[src/rtl/obxlat_pkg.sv]
package obxlat_pkg;

    localparam int ADDR_W = 64;
    localparam int WORD_W = 32;

    // Which half-word of which register a write targets
    typedef enum logic [1:0] {
        FLD_BASE_LO  = 2'b00,
        FLD_BASE_HI  = 2'b01,
        FLD_REMAP_LO = 2'b10,
        FLD_REMAP_HI = 2'b11
    } fld_e;

endpackage

[src/rtl/obxlat_regs.sv]
module obxlat_regs
    import obxlat_pkg::*;
#(
    parameter int NUM_WIN = 2,
    parameter int REG_AW  = 8
) (
    input  logic                            clk,
    input  logic                            rst,
    input  logic                            wr_en,
    input  logic [REG_AW-1:0]               wr_addr,
    input  logic [WORD_W-1:0]               wr_data,
    output logic [NUM_WIN-1:0][ADDR_W-1:0]  base_q,
    output logic [NUM_WIN-1:0][ADDR_W-1:0]  remap_q
);
    localparam int IDX_W   = (NUM_WIN > 1) ? $clog2(NUM_WIN) : 1;
    localparam int GRP_BIT = IDX_W + 3;

    logic [IDX_W-1:0] sel_idx;
    fld_e             sel_fld;
    logic             legal;

    assign sel_idx = wr_addr[GRP_BIT-1:3];
    assign sel_fld = fld_e'({wr_addr[GRP_BIT], wr_addr[2]});
    assign legal   = wr_en && (wr_addr[1:0] == 2'b00)
                   && ((wr_addr >> (GRP_BIT + 1)) == '0)
                   && (int'(sel_idx) < NUM_WIN);

    for (genvar i = 0; i < NUM_WIN; i++) begin : g_win
        always_ff @(posedge clk) begin
            if (rst) begin
                base_q[i]  <= '0;
                remap_q[i] <= '0;
            end else if (legal && sel_idx == IDX_W'(i)) begin
                unique case (sel_fld)
                    FLD_BASE_LO:  base_q[i][31:0]   <= wr_data;
                    FLD_BASE_HI:  base_q[i][63:32]  <= wr_data;
                    FLD_REMAP_LO: remap_q[i][31:0]  <= wr_data;
                    FLD_REMAP_HI: remap_q[i][63:32] <= wr_data;
                endcase
            end
        end
    end

    AST_BASE0_WRITE_LANDS: assert property (@(posedge clk) disable iff (rst)
        (wr_en && wr_addr == REG_AW'(0)) |=> base_q[0][31:0] == $past(wr_data));

    AST_ODD_ADDR_IGNORED: assert property (@(posedge clk) disable iff (rst)
        (wr_en && wr_addr[1:0] != 2'b00) |=> ($stable(base_q) && $stable(remap_q)));

endmodule

[src/rtl/obxlat_match.sv]
module obxlat_match
    import obxlat_pkg::*;
#(
    parameter int              NUM_WIN    = 2,
    parameter int              WIN_LOG2   = 16,
    parameter logic [63:0]     BUS_OFFSET = 64'h0000_0000_4000_0000
) (
    input  logic [ADDR_W-1:0]               addr,
    input  logic [NUM_WIN-1:0][ADDR_W-1:0]  base,
    input  logic [NUM_WIN-1:0][ADDR_W-1:0]  remap,
    output logic                            hit,
    output logic [((NUM_WIN > 1) ? $clog2(NUM_WIN) : 1)-1:0] win,
    output logic [ADDR_W-1:0]               xaddr
);
    localparam int IDX_W = (NUM_WIN > 1) ? $clog2(NUM_WIN) : 1;

    logic               below;
    logic [ADDR_W-1:0]  adj;
    logic [NUM_WIN-1:0] hit_vec;

    assign below = addr < BUS_OFFSET;
    assign adj   = addr - BUS_OFFSET;

    for (genvar i = 0; i < NUM_WIN; i++) begin : g_cmp
        assign hit_vec[i] = base[i][0] && !below
                          && (adj[ADDR_W-1:WIN_LOG2] == base[i][ADDR_W-1:WIN_LOG2]);
    end

    // Lowest index wins: scan downward so the last assignment is the lowest
    always_comb begin
        hit = 1'b0;
        win = '0;
        for (int i = NUM_WIN - 1; i >= 0; i--) begin
            if (hit_vec[i]) begin
                hit = 1'b1;
                win = IDX_W'(i);
            end
        end
    end

    assign xaddr = remap[win] + {{(ADDR_W - WIN_LOG2){1'b0}}, adj[WIN_LOG2-1:0]};

endmodule

[src/rtl/obxlat_top.sv]
module obxlat_top
    import obxlat_pkg::*;
#(
    parameter int          NUM_WIN    = 2,
    parameter int          WIN_LOG2   = 16,
    parameter logic [63:0] BUS_OFFSET = 64'h0000_0000_4000_0000,
    parameter int          REG_AW     = 8
) (
    input  logic              clk,
    input  logic              rst,
    input  logic              wr_en,
    input  logic [REG_AW-1:0] wr_addr,
    input  logic [31:0]       wr_data,
    input  logic              req_valid,
    input  logic [63:0]       req_addr,
    output logic              rsp_valid,
    output logic              rsp_hit,
    output logic              rsp_miss,
    output logic [((NUM_WIN > 1) ? $clog2(NUM_WIN) : 1)-1:0] rsp_win,
    output logic [63:0]       rsp_addr
);
    localparam int IDX_W = (NUM_WIN > 1) ? $clog2(NUM_WIN) : 1;

    logic [NUM_WIN-1:0][ADDR_W-1:0] base_q;
    logic [NUM_WIN-1:0][ADDR_W-1:0] remap_q;
    logic                           m_hit;
    logic [IDX_W-1:0]               m_win;
    logic [ADDR_W-1:0]              m_xaddr;

    obxlat_regs #(.NUM_WIN(NUM_WIN), .REG_AW(REG_AW)) u_regs (
        .clk(clk), .rst(rst), .wr_en(wr_en), .wr_addr(wr_addr), .wr_data(wr_data),
        .base_q(base_q), .remap_q(remap_q)
    );

    obxlat_match #(.NUM_WIN(NUM_WIN), .WIN_LOG2(WIN_LOG2), .BUS_OFFSET(BUS_OFFSET)) u_match (
        .addr(req_addr), .base(base_q), .remap(remap_q),
        .hit(m_hit), .win(m_win), .xaddr(m_xaddr)
    );

    always_ff @(posedge clk) begin
        if (rst) begin
            rsp_valid <= 1'b0;
            rsp_hit   <= 1'b0;
            rsp_miss  <= 1'b0;
            rsp_win   <= '0;
            rsp_addr  <= '0;
        end else begin
            rsp_valid <= req_valid;
            rsp_hit   <= req_valid && m_hit;
            rsp_miss  <= req_valid && !m_hit;
            rsp_win   <= (req_valid && m_hit) ? m_win : '0;
            rsp_addr  <= (req_valid && m_hit) ? m_xaddr : '0;
        end
    end

    AST_ONE_OUTCOME: assert property (@(posedge clk) disable iff (rst)
        rsp_valid |-> (rsp_hit != rsp_miss));

    AST_MISS_ZEROED: assert property (@(posedge clk) disable iff (rst)
        rsp_miss |-> (rsp_addr == '0 && rsp_win == '0));

    AST_RSP_FOLLOWS_REQ: assert property (@(posedge clk) disable iff (rst)
        req_valid |=> rsp_valid);

    AST_QUIET_IDLE: assert property (@(posedge clk) disable iff (rst)
        !rsp_valid |-> (!rsp_hit && !rsp_miss));

    AST_BELOW_OFFSET_MISS: assert property (@(posedge clk) disable iff (rst)
        (req_valid && req_addr < BUS_OFFSET) |=> rsp_miss);

endmodule

[config.mk]
export PLATFORM = sky130hd
export DESIGN_NAME = obxlat_top
export DESIGN_NICKNAME = d
export VERILOG_FILES = /design/src/rtl/obxlat_pkg.sv /design/src/rtl/obxlat_regs.sv /design/src/rtl/obxlat_match.sv /design/src/rtl/obxlat_top.sv
export SDC_FILE = /design/constraint.sdc
export NUM_CORES = 1
export LEC_CHECK = 0
export ABC_AREA = 1
export BUFFER_PORTS_ARGS = -buffer_cell sky130_fd_sc_hd__buf_2
export CORE_MARGIN = 8
export CORE_UTILIZATION = 40
export CTS_CLUSTER_SIZE = 8
export DETAILED_ROUTE_END_ITERATION = 16
export GPL_TIMING_DRIVEN = 1
export PLACE_DENSITY = 0.56
export SYNTH_ARGS = -nofsm -noshare
export SYNTH_HDL_FRONTEND = slang
export SYNTH_SLANG_ARGS = --single-unit
[constraint.sdc]
create_clock -name clk -period 6.3 [get_ports clk]
set_clock_uncertainty 0.15 [all_clocks]
set_input_delay 0.315 -clock clk [delete_from_list [all_inputs] [get_ports clk]]
set_output_delay 0.315 -clock clk [all_outputs]
set_load 0.02 [all_outputs]
==> run summary <==
Layout Cells excl Fill = 3323
I/O Buffers = 175
Routed Antenna Nets = 0
share of cells above drive strength 1 = 0.109
buffers inserted by post-CTS timing repair = 0
slowest CP cell = o21ai_0
final hold slack = 0.0373 ns
crit-path most repeated cell = nor2_1
HP Class = in -> reg
peak supply drop = 0.192 mV
Power Total = 4.20 mW
Arr. time, crit path = 6.12 ns
CTS Sinks = 294
DRT iter0 DRCs = 1307
Clock Path Buffers = 3
NumNets Final = 2919
period utilization = 0.919
io pins = 176
Worst setup SP type = input port
Final Cell Area = 18800 um2
die area = 47100 um2
Pins Over Slew Limit = 0
Cell Pwr Density = 223 nW/um2
Row Count = 73
fmax = 0.173 GHz
Worst-Skew Late Latency = 0.56 ns
max cap viols = 0
Synth Cell Area = 16200 um2
yosys warns = 0
hpwl dp = 44.5 mm
first-pass GRT wire length = 94.0 mm
Final setup violation count = 0
RSZ-0062 raised after global routing = false
Root Buffer = clkbuf_16
All-Layer GR Usage = 0.253
Final Hold Viols = 0
Leak Pwr = 8.83 nW
clock-pin slew on the worst setup and hold paths = 0.05 ns
CTS tree = built
cells after synthesis = 2621
starting density of the core = 0.406
setup TNS = 0 ns
global route overflow = 0
Tmin final = 5.79 ns
Worst Setup End Kind = flop
RD Place Congestion = 0.952
syn nets = 2747
Slew @ Worst Pin = 1.18 ns
slowest stage delay, CP = 0.38 ns
flops & latches, synth = 294
DR pass1 iterations = 6
vias per cell = 5.15
placed cell area = 17500 um2
Die H = 217 um
Max FO, Critical Path = 8
Worst EP required = 6.63 ns
Worst slew margin = 0.215
CTS Buf Count = 42
antenna violations before repair = 5
placed cells = 3254
Residual DRC = 0
largest net degree at the start of global routing = 130
ys async rst share = 0
status = finished clean
Post-Route WL = 60.6 mm
core area = 39800 um2
Synth Flop Type = dfxtp_1
vias in the first global route = 16.5k
kind of critical path = in -> reg
number of flops mapped to enable cells by yosys = 0
synthesized area per cell = 6.17 um2
detailed-route wire length per cell = 18.3 um
via count = 17.1k
die outline width = 217 um
Area growth syn-to-layout = 16.4%
sequential share of the synthesized area = 0.364
H-tree levels = 2
post-synthesis cell type count = 42
## metal layers
layer | part of all wire | vias to the layer above | track usage
met1 | 0.45 | 7836 | 0.331
met4 | 0.025 | 6 | 0.0712
met3 | 0.073 | 98 | 0.0630
met5 | 0.00064 | - | 0
li1 | - | 8660 | -
met2 | 0.45 | 514 | 0.409
## kinds of logic (layout without fill, tap and decap cells)
logic type,after synthesis,after routing,synth area share
xor+xnor,16,16,0.0122
fa+ha+maj,18,18,0.0144
mux,1,1,0.000619
simple gates,1528,1528,0.392
flops,294,294,0.364
compound gates,424,424,0.134
buf+inv,340,515,0.0831
other cells,0,2,0
## state kept, by name (all words and copies together) (netlist names)
name and cells:
u_regs.remap_q 128, rsp_valid 1, rsp_addr 64, u_regs.base_q 98, rsp_hit 1, rsp_win 1, rsp_miss 1
## through the flow
step / utilization / setup WS [ns]
after global routing: 0.472 / 0.0596
final: 0.473 / 0.512
after detailed placement: 0.439 / -0.0551
after global placement: 0.439 / 0.0358
after floorplan: - / 0.706
after CTS: 0.472 / 0.476
## worst max-delay path: cells and delay by family
kind	cells	cell delay [ns]
AO/OA/AOI/OAI	7	1.50
XOR/XNOR	1	0.28
adder cells (fa/ha/maj)	2	0.51
buffers and inverters	4	0.53
AND/OR/NAND/NOR	21	2.98
## cells in the final DEF, fill, tap and decap left out, drive strengths merged
master and instances:
o21bai 4, dlygate4sd3 20, and3 4, nor3 17, dfxtp 294, clkbuf 45, xnor2 4, ha 17
and2 3, o21a 9, inv 245, xnor3 3, nor3b 5, and3b 1, nor4 1, a21oi 132
nand4 32, o21ai 275, mux2i 1, diode 2, xor3 1, fa 1, or2 3, nand2 697
a211oi 1, clkinv 4, xor2 8, nand3b 26, nand3 152, nor2 587, buf 201, o31ai 1
a31oi 2
## synthesized netlist by cell type, types with 6 or more instances
cell type / instances / area share
nand2_1: 690 / 0.16
nor2_1: 558 / 0.13
dfxtp_1: 294 / 0.36
o21ai_0: 261 / 0.081
inv_1: 238 / 0.055
nand3_1: 148 / 0.046
a21oi_1: 132 / 0.041
clkbuf_1: 74 / 0.017
nand4_1: 32 / 0.012
nand3b_1: 26 / 0.012
nor2_2: 22 / 0.0085
ha_1: 17 / 0.013
nor3_1: 15 / 0.0046
o21ai_1: 13 / 0.0040
o21a_1: 9 / 0.0042
xor2_1: 8 / 0.0043
inv_2: 7 / 0.0016
nand2_2: 7 / 0.0027
nor2_4: 7 / 0.0049
buf_4: 6 / 0.0028
## worst paths after layout
path                                         start                          endpoint  slack (ns)  cells after the start
setup / recovery                      req_addr[30]           rsp_addr[63]$_SDFF_PP0_        0.51                     35
setup reg to reg    u_regs.base_q[87]$_SDFFE_PP0P_           rsp_addr[63]$_SDFF_PP0_        0.72                     33
hold reg to reg   u_regs.remap_q[112]$_SDFFE_PP0P_  u_regs.remap_q[112]$_SDFFE_PP0P_        0.30                      2
hold / removal                         wr_data[16]   u_regs.remap_q[80]$_SDFFE_PP0P_        0.04                      3
## power by group
group / leakage, nW / switching, mW / internal (mW)
Sequential: 2.37 / 0.00192 / 1.87
Combinational: 5.92 / 0.211 / 0.0912
Clock: 0.546 / 0.833 / 1.20
## timing repair
| action | CTS | global route |
|---|---|---|
| hold buffers | 20 | 0 |
| endpoints found under the hold margin | 78 | 0 |
| setup endpoints to repair | 0 | 7 |
| resized for setup | 0 | 1 |
## cell type report
class / count / area (um2)
antenna: 2 / 5.00
timing repair buffer: 221 / 1270
sequential: 294 / 5890
clock inverter: 2 / 32.5
fill: 4267 / 21000
inverter: 247 / 930
multi-input combinational: 1987 / 8950
tap: 525 / 657
clock buffer: 45 / 1080
Power figures use the tool's default switching activity.
